### src/rtl/osc_settle_pkg.sv
package osc_settle_pkg;
  // Strobes passed from control to datapath each cycle
  typedef struct packed {
    logic clear;  // force every stage to zero
    logic step;   // advance the chained counter by one
    logic load;   // capture a new compare value
  } settle_strobe_t;
endpackage

### src/rtl/osc_settle_datapath.sv
module osc_settle_datapath
  import osc_settle_pkg::*;
#(
  parameter int STAGE_W    = 8,
  parameter int NUM_STAGES = 2,
  localparam int CNT_W     = STAGE_W * NUM_STAGES,
  localparam int TOP       = NUM_STAGES - 1
) (
  input  logic                 clk,
  input  logic                 rstN,
  input  settle_strobe_t       strb,
  input  logic [CNT_W-1:0]     cmpData,
  output logic                 hit,
  output logic [CNT_W-1:0]     count
);

  logic [STAGE_W-1:0] stageQ   [NUM_STAGES];
  logic [NUM_STAGES:0] carryIn;
  logic [STAGE_W-1:0] cmpHi;
  logic [STAGE_W-1:0] topNext;

  // Only the top stage of the compare word is stored; the rest never matters
  always_ff @(posedge clk) begin
    if (!rstN)          cmpHi <= '0;
    else if (strb.load) cmpHi <= cmpData[CNT_W-1 -: STAGE_W];
  end

  assign carryIn[0] = strb.step;
  assign topNext    = stageQ[TOP] + STAGE_W'(1);
  // Top stage about to reach the compare byte; the lower stages roll to zero then
  assign hit = carryIn[TOP] && (topNext == cmpHi);

  for (genvar i = 0; i < NUM_STAGES; i++) begin : g_stage
    assign carryIn[i+1] = carryIn[i] && (stageQ[i] == {STAGE_W{1'b1}});
    assign count[i*STAGE_W +: STAGE_W] = stageQ[i];

    always_ff @(posedge clk) begin
      if (!rstN || strb.clear || hit) stageQ[i] <= '0;
      else if (carryIn[i])            stageQ[i] <= stageQ[i] + STAGE_W'(1);
    end
  end

  a_r2_clear_zero: assert property (@(posedge clk) disable iff (!rstN)
    strb.clear |=> (count == '0));
  a_r3_step_one: assert property (@(posedge clk) disable iff (!rstN)
    (strb.step && !strb.clear && !hit) |=> (count == $past(count) + CNT_W'(1)));
  a_r3_idle_hold: assert property (@(posedge clk) disable iff (!rstN)
    (!strb.step && !strb.clear) |=> $stable(count));
  a_r4_hit_clears: assert property (@(posedge clk) disable iff (!rstN)
    (hit && !strb.clear) |=> (count == '0));

endmodule

### src/rtl/osc_settle_ctrl.sv
module osc_settle_ctrl
  import osc_settle_pkg::*;
(
  input  logic           clk,
  input  logic           rstN,
  input  logic           runEn,
  input  logic           srcTick,
  input  logic           cmpWrEn,
  input  logic           flagClr,
  input  logic           hit,
  output settle_strobe_t strb,
  output logic           irqPulse,
  output logic           doneFlag
);

  always_comb begin
    strb.clear = !runEn;
    strb.step  = runEn && srcTick;
    strb.load  = cmpWrEn;
  end

  always_ff @(posedge clk) begin
    if (!rstN) begin
      irqPulse <= 1'b0;
      doneFlag <= 1'b0;
    end else begin
      irqPulse <= hit;
      // a new match outranks a simultaneous clear
      if (hit)          doneFlag <= 1'b1;
      else if (flagClr) doneFlag <= 1'b0;
    end
  end

  a_r7_single_pulse: assert property (@(posedge clk) disable iff (!rstN)
    irqPulse |=> !irqPulse);
  a_r8_flag_sticky: assert property (@(posedge clk) disable iff (!rstN)
    (doneFlag && !flagClr) |=> doneFlag);
  a_r8_flag_follows_irq: assert property (@(posedge clk) disable iff (!rstN)
    irqPulse |-> doneFlag);

endmodule

### src/rtl/osc_settle_top.sv
module osc_settle_top
  import osc_settle_pkg::*;
#(
  parameter int STAGE_W    = 8,
  parameter int NUM_STAGES = 2,
  localparam int CNT_W     = STAGE_W * NUM_STAGES
) (
  input  logic             clk,
  input  logic             rstN,
  input  logic             runEn,
  input  logic             srcTick,
  input  logic             cmpWrEn,
  input  logic [CNT_W-1:0] cmpWrData,
  input  logic             flagClr,
  output logic             irqPulse,
  output logic             doneFlag,
  output logic             wavePin,
  output logic [CNT_W-1:0] countOut
);

  settle_strobe_t strb;
  logic           hit;

  osc_settle_ctrl u_ctrl (
    .clk(clk), .rstN(rstN), .runEn(runEn), .srcTick(srcTick),
    .cmpWrEn(cmpWrEn), .flagClr(flagClr), .hit(hit),
    .strb(strb), .irqPulse(irqPulse), .doneFlag(doneFlag)
  );

  osc_settle_datapath #(.STAGE_W(STAGE_W), .NUM_STAGES(NUM_STAGES)) u_dp (
    .clk(clk), .rstN(rstN), .strb(strb), .cmpData(cmpWrData),
    .hit(hit), .count(countOut)
  );

  // The waveform flip-flop stays cleared in settling mode so no pulse escapes
  assign wavePin = 1'b0;

  a_r4_irq_count_zero: assert property (@(posedge clk) disable iff (!rstN)
    irqPulse |-> (countOut == '0));
  a_r9_stop_clears: assert property (@(posedge clk) disable iff (!rstN)
    !runEn |=> (countOut == '0));

endmodule

### config.mk
export PLATFORM = sky130hd
export DESIGN_NAME = osc_settle_top
export DESIGN_NICKNAME = d
export VERILOG_FILES = /design/src/rtl/osc_settle_pkg.sv /design/src/rtl/osc_settle_datapath.sv /design/src/rtl/osc_settle_ctrl.sv /design/src/rtl/osc_settle_top.sv
export SDC_FILE = /design/constraint.sdc
export NUM_CORES = 1
export LEC_CHECK = 0
export BUFFER_PORTS_ARGS = -buffer_cell sky130_fd_sc_hd__buf_4
export CAP_MARGIN = 20
export CORE_MARGIN = 4
export CORE_UTILIZATION = 54
export DETAILED_ROUTE_END_ITERATION = 8
export PLACE_DENSITY_LB_ADDON = 0.3
export SYNTH_ARGS = -nofsm -noshare
export SYNTH_HDL_FRONTEND = slang
export SYNTH_SLANG_ARGS = --single-unit
export TNS_END_PERCENT = 10
### constraint.sdc
create_clock -name clk -period 3.8 [get_ports clk]
set_input_delay 0.76 -clock clk [delete_from_list [all_inputs] [get_ports clk]]
set_output_delay 0.76 -clock clk [all_outputs]
set_load 0.01 [all_outputs]
Word level (Yosys, flattened, before mapping)

Memories as Yosys holds them, arrays and structs flattened.
Cells that the tools add are included.

Input bits: 22
Memory bits (read-only): 0
Memories: 1
Bits in writable memories: 16
Bits in registers: 10
Word-level logic and storage cells: 30
Bits in latches: 0
Output and inout port bits: 19

Memories:

| memory      | depth | bits a word | read ports | clocked after Yosys merged registers in | write ports | RTL line                  | text |
|---|---|---|---|---|---|---|---|
| u_dp.stageQ | 2     | 8           | 2          | 0                                       | 2           | osc_settle_datapath.sv:17 | `logic [STAGE_W-1:0] stageQ [NUM_STAGES];` |

Order comparisons: 0
Bitwise gates (word level): 2
Divide/modulo/power cells: 0
Add/sub/neg operators: 2
Multiply operators: 0
Mux-type cells: 12
Shifts and indexed selects: 0
Reduce and logical (&&, ||, !) cells: 8
Equal/unequal tests: 2

Operators with widths:

| cell                                                           | count |
|---|---|
| 8-bit by 1-bit adder with 8-bit output (second input constant) | 2 |
| 8-bit two-way mux                                              | 2 |
| 1-bit two-way mux                                              | 10 |
| 8-bit == test                                                  | 1 |
| 8-bit == test (second input constant)                          | 1 |
| 1-bit logical AND                                              | 3 |
| 1-bit logical NOT                                              | 2 |
| 1-bit logical OR                                               | 2 |
| 1-bit OR                                                       | 2 |
| 2-bit nonzero test                                             | 1 |

Depth between registers and ports, before layout

Gate-level depths: netlist (run 1).
An unclocked memory read counts as a cell.

Depth after elaboration: 8
Gate-level depth with buffers: 7
Gate-level depth less buffers: 7

Hierarchy

From an unflattened synthesis (run 1), not the netlist that was laid out.

Cell total of the unflattened synthesis: 168
Area, all modules: 1709.1 µm²

Modules (own cells, without submodules):

| module              | instances | seq. area each (µm²) | area an instance (µm²) | cells each |
|---|---|---|---|---|
| osc_settle_datapath | 1         | 640.6                | 1612.8                 | 158 |
| osc_settle_ctrl     | 1         | 40.0                 | 85.1                   | 8 |
| osc_settle_top      | 1         | 0.0                  | 11.3                   | 2 |

Least setup slack after synthesis (run 1)

Ideal clock, no wire load.

Path type: flip-flop to flip-flop
From: memory u_dp.stageQ[1][0]
To: memory u_dp.stageQ[1][1], data pin
Buffers on the path: 0
Clock period less this slack: 2.108 ns
Data arrival time: 1.832 ns
Data required time: 3.524 ns
Library setup time: 0.276 ns
Slack: 1.692 ns
Stages on the path, launching flop included: 8
Cells stage by stage: edfxtp_1 > ha_1 > xnor2_1 > xnor2_1 > nor3_1 > o211ai_1 > nor3_1 > nor4b_1

RTL lines:

| element     | RTL line |
|---|---|
| from (decl) | osc_settle_datapath.sv:17 |

==> results of run 1 <==
area by class of cell:
type                            count  area share [%]
Sequential cell                    26            41.4
Multi-Input combinational cell     94            39.7
Timing Repair Buffer               31            14.2
Tap cell                           30            2.28
Clock buffer                        4            2.21
Inverter                            1           0.228
critical path, cell delays in order (launching register included):
cell      delay [ns]
edfxtp_1        0.52
ha_1            0.29
xnor2_1         0.29
xnor2_1         0.10
nor3_1          0.16
o211ai_1        0.20
nor4_4          0.52
nor3b_1         0.11
worst min path at each step:
stage | start | endpoint
floorplan | u_dp.cmpHi[1] | u_dp.cmpHi[1]
global placement | u_dp.cmpHi[1] | u_dp.cmpHi[1]
detailed placement | u_dp.cmpHi[6] | u_dp.cmpHi[6]
CTS | u_dp.cmpHi[6] | u_dp.cmpHi[6]
global route | u_dp.cmpHi[1] | u_dp.cmpHi[1]
finish | u_dp.cmpHi[6] | u_dp.cmpHi[6]
metrics by stage:
step	instance area, µm²	utilization (%)
after floorplan	1380	-
after global placement	1610	65.5
after detailed placement	1610	65.5
after CTS	1640	67.0
after global routing	1640	67.0
final	1640	67.0
metal layers:
layer / global-route usage, % / routed length, µm / up-vias
li1: - / - / 513
met1: 23.2 / 1170 / 504
met2: 28.5 / 1360 / 34
met3: 1.97 / 151 / 2
met4: 4.97 / 14 / 0
met5: 0 / 0 / -
kinds of logic after synthesis:
kind of cell,synth area share [%]
AO/OA/AOI/OAI,3.37
multiplexers,5.82
flip-flops,49.5
other,0.273
buffers and inverters,3.00
XOR/XNOR,13.4
adder cells (fa/ha/maj),1.82
AND/OR/NAND/NOR,22.8
registers in the layout, summed over array words and instances, names as in the netlist:
signal	count
u_dp.stageQ	16
u_ctrl.irqPulse	1
u_ctrl.doneFlag	1
u_dp.cmpHi	8
power by group through the flow:
stage          logic, mW  registers (mW)  clock network, mW
2_1_floorplan     0.0427           0.332                  0
3_3_place_gp      0.0699           0.332                  0
3_5_place_dp      0.0724           0.333                  0
4_1_cts           0.0727           0.327              0.139
5_1_grt           0.0788           0.329              0.150
6_report          0.0720           0.327              0.138
placed cells by master, fill, tap and decap left out:
cell type and count:
a211oi_1 1, a21oi_1 1, a311oi_1 1, and2_1 1, and3_4 1, buf_4 31, clkbuf_4 3, clkbuf_8 1
conb_1 1, dfxtp_1 10, edfxtp_1 16, ha_1 2, inv_1 1, mux2i_1 8, nand2_1 5, nand3_1 9
nand4_1 4, nor2_1 8, nor2b_1 9, nor3_1 8, nor3b_1 1, nor4_1 4, nor4_4 1, nor4b_1 1
o211ai_1 1, o21a_1 1, o21ai_0 1, o21ai_1 1, or2_2 1, or3_1 2, xnor2_1 15, xor2_1 6
==> metrics.cfg, run 1 <==
[power_and_ir_drop]
internal_power_mw = 0.408
power_density_nw_per_um2 = 327
power_mw = 0.537
p_clk_share_pct = 25.8
power_switching_share_pct = 24.0
pwr-share-seq_pct = 60.8
leakage_nw = 0.622
p_sw_mw = 0.129
comb_power_share_pct = 13.4
ir_drop_mv = 0.313

[clocking]
cts_tree = built
post-cts-setup-buffers = 0
clk_latency_ns = 0.32
h-tree-depth = 1
clk_pin_slew_ns = 0.14
clkSinkCount = 26
cts_root_buffer = clkbuf_4
clk_path_buf_depth = 2
cts_buffers = 3
post_cts_resized = 0
ctsHoldBuffers = 0

[sta]
finalSetupTns_ns = 0
hold_ws_ns = 0.548
hold_viol = 0
finalSetupViolCount = 0
tightestPinTransition_ns = 0.546
rsz0062_at_grt = no
drv_slew = 0
fin_crit_ns = 2.45
worst_slack_ns = 1.35
relSlewSlack_pct = 63.3
fin_skew_ns = 0.00901
max_freq_mhz = 408
fin_crit_sh_pct = 64.6

[floorplan]
fp-row-count = 18
core_area_um2 = 2450
start_util_pct = 56.0
io_pins = 41
dieWidth_um = 58.5
dieArea_um2 = 3420
die_y_um = 58.5

[setup_path]
startpoint_type = flop
crit_end = u_dp.stageQ[0][1]
cp-end-kind = flop
r2r-end = u_dp.stageQ[0][1]
r2r_slack_ns = 1.35
cp_max_fo = 9
worst-r2r-cell-count = 7
critPathLaunch = u_dp.stageQ[1][0]
critPathArrivalTime_ns = 2.51
path_class = reg -> reg
required_ns = 3.86
r2r-start = u_dp.stageQ[1][0]

[cells_and_area]
finalNonFillerCells = 186
areaGrowthSynthToFinish_pct = 19.6
antennaDiodeCount = 0
multiInputGateArea_um2 = 653
regArea_um2 = 681
layout-drive-gt1-share_pct = 24.4
fin_nets = 181
n_fill_cell = 201

[detailed_routing]
drt-total-wl_mm = 2.70
viasPerCell = 5.66
vias = 1053
drt-wirelength-per-cell_um = 14.5
drc = 0
ant_nets = 0
drt_first_pass_iters = 4
drt_iter0_markers = 26

[global_routing]
grt_pass1_vias = 976
antenna_found_initial = 0
grt_max_degree = 15
grt_overflow = 0
grt_pass1_wl_mm = 4.55
grt.total_usage_pct = 17.1

[logic_synthesis]
ys.flop_type = edfxtp_1
synth_edf_count = 16
synth_most_common_cell = edfxtp_1
synth-seq-area-share_pct = 49.5
yosysUniqueCellTypes = 32
ys_ff_latch = 26
synthCells = 126
yosys_warnings = 0
async_reset_ff_share_pct = 0
synth_area_leaders = edfxtp_1 35%, dfxtp_1 15%, xnor2_1 9.6%, mux2i_1 5.8%, nor2b_1 4.1%
syn_area_um2 = 1380
ys_top_cells_by_count = 16 x edfxtp_1, 15 x xnor2_1, 10 x dfxtp_1, 9 x nand3_1, 9 x nor2b_1
syn-num-nets = 150
yosys.area.top_type = edfxtp_1
syn_avg_cell_area_um2 = 10.9
yosysTopAreaCellShare_pct = 34.9

[placement]
post-dp-hpwl_mm = 2.08
gp_congestion = 0.836
pre_cts_ws_ns = 1.35
dpl.cell_count = 182
portBuffers = 31

[min_path]
hold_depth = 2
hold_path.class = reg -> reg

[flow_run]
drv_cap = 0

[status]
status = finished clean

Note: power is estimated with default switching activity, not from simulation.
==> run 2, diff against run 1 <==
--- a/config.mk
+++ b/config.mk
@@ -5,10 +5,11 @@
 export SDC_FILE = /design/constraint.sdc
 export NUM_CORES = 1
 export LEC_CHECK = 0
+export ABC_AREA = 1
 export BUFFER_PORTS_ARGS = -buffer_cell sky130_fd_sc_hd__buf_4
 export CAP_MARGIN = 20
 export CORE_MARGIN = 4
-export CORE_UTILIZATION = 54
+export CORE_UTILIZATION = 46
 export DETAILED_ROUTE_END_ITERATION = 8
 export PLACE_DENSITY_LB_ADDON = 0.3
 export SYNTH_ARGS = -nofsm -noshare
==> constraint.sdc (replaced) <==
create_clock -name clk -period 2 [get_ports clk]
set_input_delay 0.4 -clock clk [delete_from_list [all_inputs] [get_ports clk]]
set_output_delay 0.4 -clock clk [all_outputs]
set_load 0.01 [all_outputs]
==> metrics.cfg, run 2 <==
[detailed_routing]
met1Wirelength_mm = 1.41
vias = 1349
drt-wirelength-per-cell_um = 12.4
viasPerCell = 4.92
drc = 0
wl_met2_mm = 1.79
drt_iter0_markers = 30
drt-total-wl_mm = 3.41
drt_first_pass_iters = 4
ant_nets = 0
wl_met3_um = 171
routed.top_layer = met4

[global_routing]
grt_max_degree = 16
grt_pass1_vias = 1313
grt_overflow = 0
grt.total_usage_pct = 17.0
antenna_found_initial = 0
grt_pass1_wl_mm = 5.56

[setup_path]
path_class = reg -> reg
path_delay_family = simple AND/OR/NAND/NOR gates
required_ns = 2.11
worst-path-buf-inv = 2
cp.depth = 13
worst-r2r-cell-count = 13
timing.critical_path.cells = buf_6 -> nand2_2 -> nor2_4 -> nand2_2 -> nand2_2 -> nand2_1 -> nand2_1 -> nand2_1 -> nor2_2 -> nand3_4 -> buf_6 -> nand3_4 -> nor2_1
critPathArrivalTime_ns = 2.09
startpoint_type = flop
crit_path_top_delay_cell = edfxtp_1
slowest_delay_ns = 0.45
cp_max_fo = 8
cp-end-kind = flop

[power_and_ir_drop]
ir_drop_mv = 0.410
power_density_nw_per_um2 = 590
leakage_nw = 0.887

[logic_synthesis]
syn_area_um2 = 1460
synth_most_common_cell = nand2_1
yosysTopAreaCellShare_pct = 32.8
synth_area_leaders = edfxtp_1 33%, dfxtp_1 14%, nand2_1 8.7%, nand3_1 6.2%, nor2_1 6.2%
synth-seq-area-share_pct = 46.5
yosys.area.top_type = edfxtp_1
syn_avg_cell_area_um2 = 8.36
ys_top_cells_by_count = 34 x nand2_1, 24 x nor2_1, 22 x inv_1, 18 x nand3_1, 16 x edfxtp_1
async_reset_ff_share_pct = 0
syn-num-nets = 199
synth_edf_count = 16
ys.flop_type = edfxtp_1
synthCells = 175
yosys_warnings = 0
ys_ff_latch = 26
yosysUniqueCellTypes = 25

[clocking]
cts_buffers = 3
cts_tree = built
h-tree-depth = 1
clk_path_buf_depth = 2
clk_pin_slew_ns = 0.15
clk_latency_ns = 0.33
clkSinkCount = 26
ctsHoldBuffers = 0
cts_root_buffer = clkbuf_4

[flow_run]
drv_cap = 0

[floorplan]
die_y_um = 64.4
start_util_pct = 47.9
fp-row-count = 20
io_pins = 41
core_area_um2 = 3050
dieArea_um2 = 4150
dieWidth_um = 64.4

[sta]
fin_crit_ns = 1.98
hold_viol = 0
max_freq_mhz = 505
finalSetupTns_ns = 0
rsz0062_at_grt = yes
fin_skew_ns = 0.00663
fin_crit_sh_pct = 99.0
hold_ws_ns = 0.275
drv_slew = 0
finalSetupViolCount = 0

[placement]
place_area_um2 = 1880
post-dp-hpwl_mm = 2.59
gp_congestion = 0.802
portBuffers = 31

[cells_and_area]
layout-drive-gt1-share_pct = 35.7
n_fill_cell = 257
largest_reg_flops = 16
stdcell_area_um2 = 2020
areaGrowthSynthToFinish_pct = 38.1
largest_register = u_dp.stageQ
final_common_cell = buf_4
reg_top3 = u_dp.stageQ: 16 flops, u_dp.cmpHi: 8 flops
post-route-util_pct = 66.1
fin_nets = 255
antennaDiodeCount = 0
final_cell_mix = 49 x buf_4, 32 x nand2_1, 21 x inv_1, 20 x nor2_1, 18 x nand3_1

[status]
status = finished clean

[min_path]
hold_path.class = in -> reg
hold_depth = 3

==> run 2: power by group <==
group          switching, mW  internal, mW  total, mW
clock                  0.171         0.203      0.374
sequential            0.0220         0.596      0.618
combinational          0.101        0.0994      0.200
==> run 2: final timing paths <==
kind                      from           endpoint  slack [ns]
max          u_dp.stageQ[1][1]  u_dp.stageQ[0][0]        0.02
min              cmpWrData[13]      u_dp.cmpHi[5]        0.27
max reg2reg  u_dp.stageQ[1][1]  u_dp.stageQ[0][0]        0.02
min reg2reg    u_ctrl.doneFlag    u_ctrl.doneFlag        0.49
==> run 2: what timing repair did <==
action                                  CTS  global route
setup buffers                             1             5
endpoints found under the setup margin   24            24
pin swaps                                 0             9
gates resized for setup                   3            11
gates cloned                              0             0
==> run 2: cell families (layout without fill, tap and decap cells) <==
| family | Yosys count | after routing | share of synthesized area [%] |
|---|---|---|---|
| and+or+nand+nor | 96 | 96 | 32.5 |
| DFF | 26 | 26 | 46.5 |
| buffers and inverters | 25 | 80 | 6.67 |
| AOI/OAI and AO/OA | 16 | 16 | 5.90 |
| xor gates and xnor gates | 9 | 9 | 6.42 |
| adders and majority gates | 2 | 2 | 1.71 |
| other | 1 | 1 | 0.256 |
==> run 2: through the flow <==
| stage | worst slack (ns) | std cells | power [mW] |
|---|---|---|---|
| 2_1_floorplan | -0.0478 | 175 | 0.725 |
| 3_3_place_gp | -0.0264 | 264 | 0.807 |
| 3_5_place_dp | -0.0766 | 264 | 0.815 |
| 4_1_cts | 0.00134 | 269 | 1.18 |
| 5_1_grt | -0.118 | 274 | 1.24 |
| 6_report | 0.0198 | 274 | 1.19 |
==> run 2: area by class of cell <==
cell class,count,area (µm²),area share [%]
timing repair buffer,54,433,21.4
multi-input combinational,124,716,35.4
clock buffer,3,22.5,1.12
sequential,26,681,33.7
tap,44,55.1,2.73
inverter,22,82.6,4.09
clock inverter,1,30.0,1.49
==> run 2: worst reg2reg max path: cells and delay by family, from the launching register on <==
family,cells,cell delay (ns)
simple gates,11,1.05
buf+inv,2,0.26
flops,1,0.45
==> run 2: routing by layer <==
layer | vias to the layer above | global-route usage [%]
met2 | 35 | 31.7
li1 | 678 | -
met5 | - | 0
met4 | 0 | 4.75
met3 | 4 | 2.64
met1 | 632 | 19.8
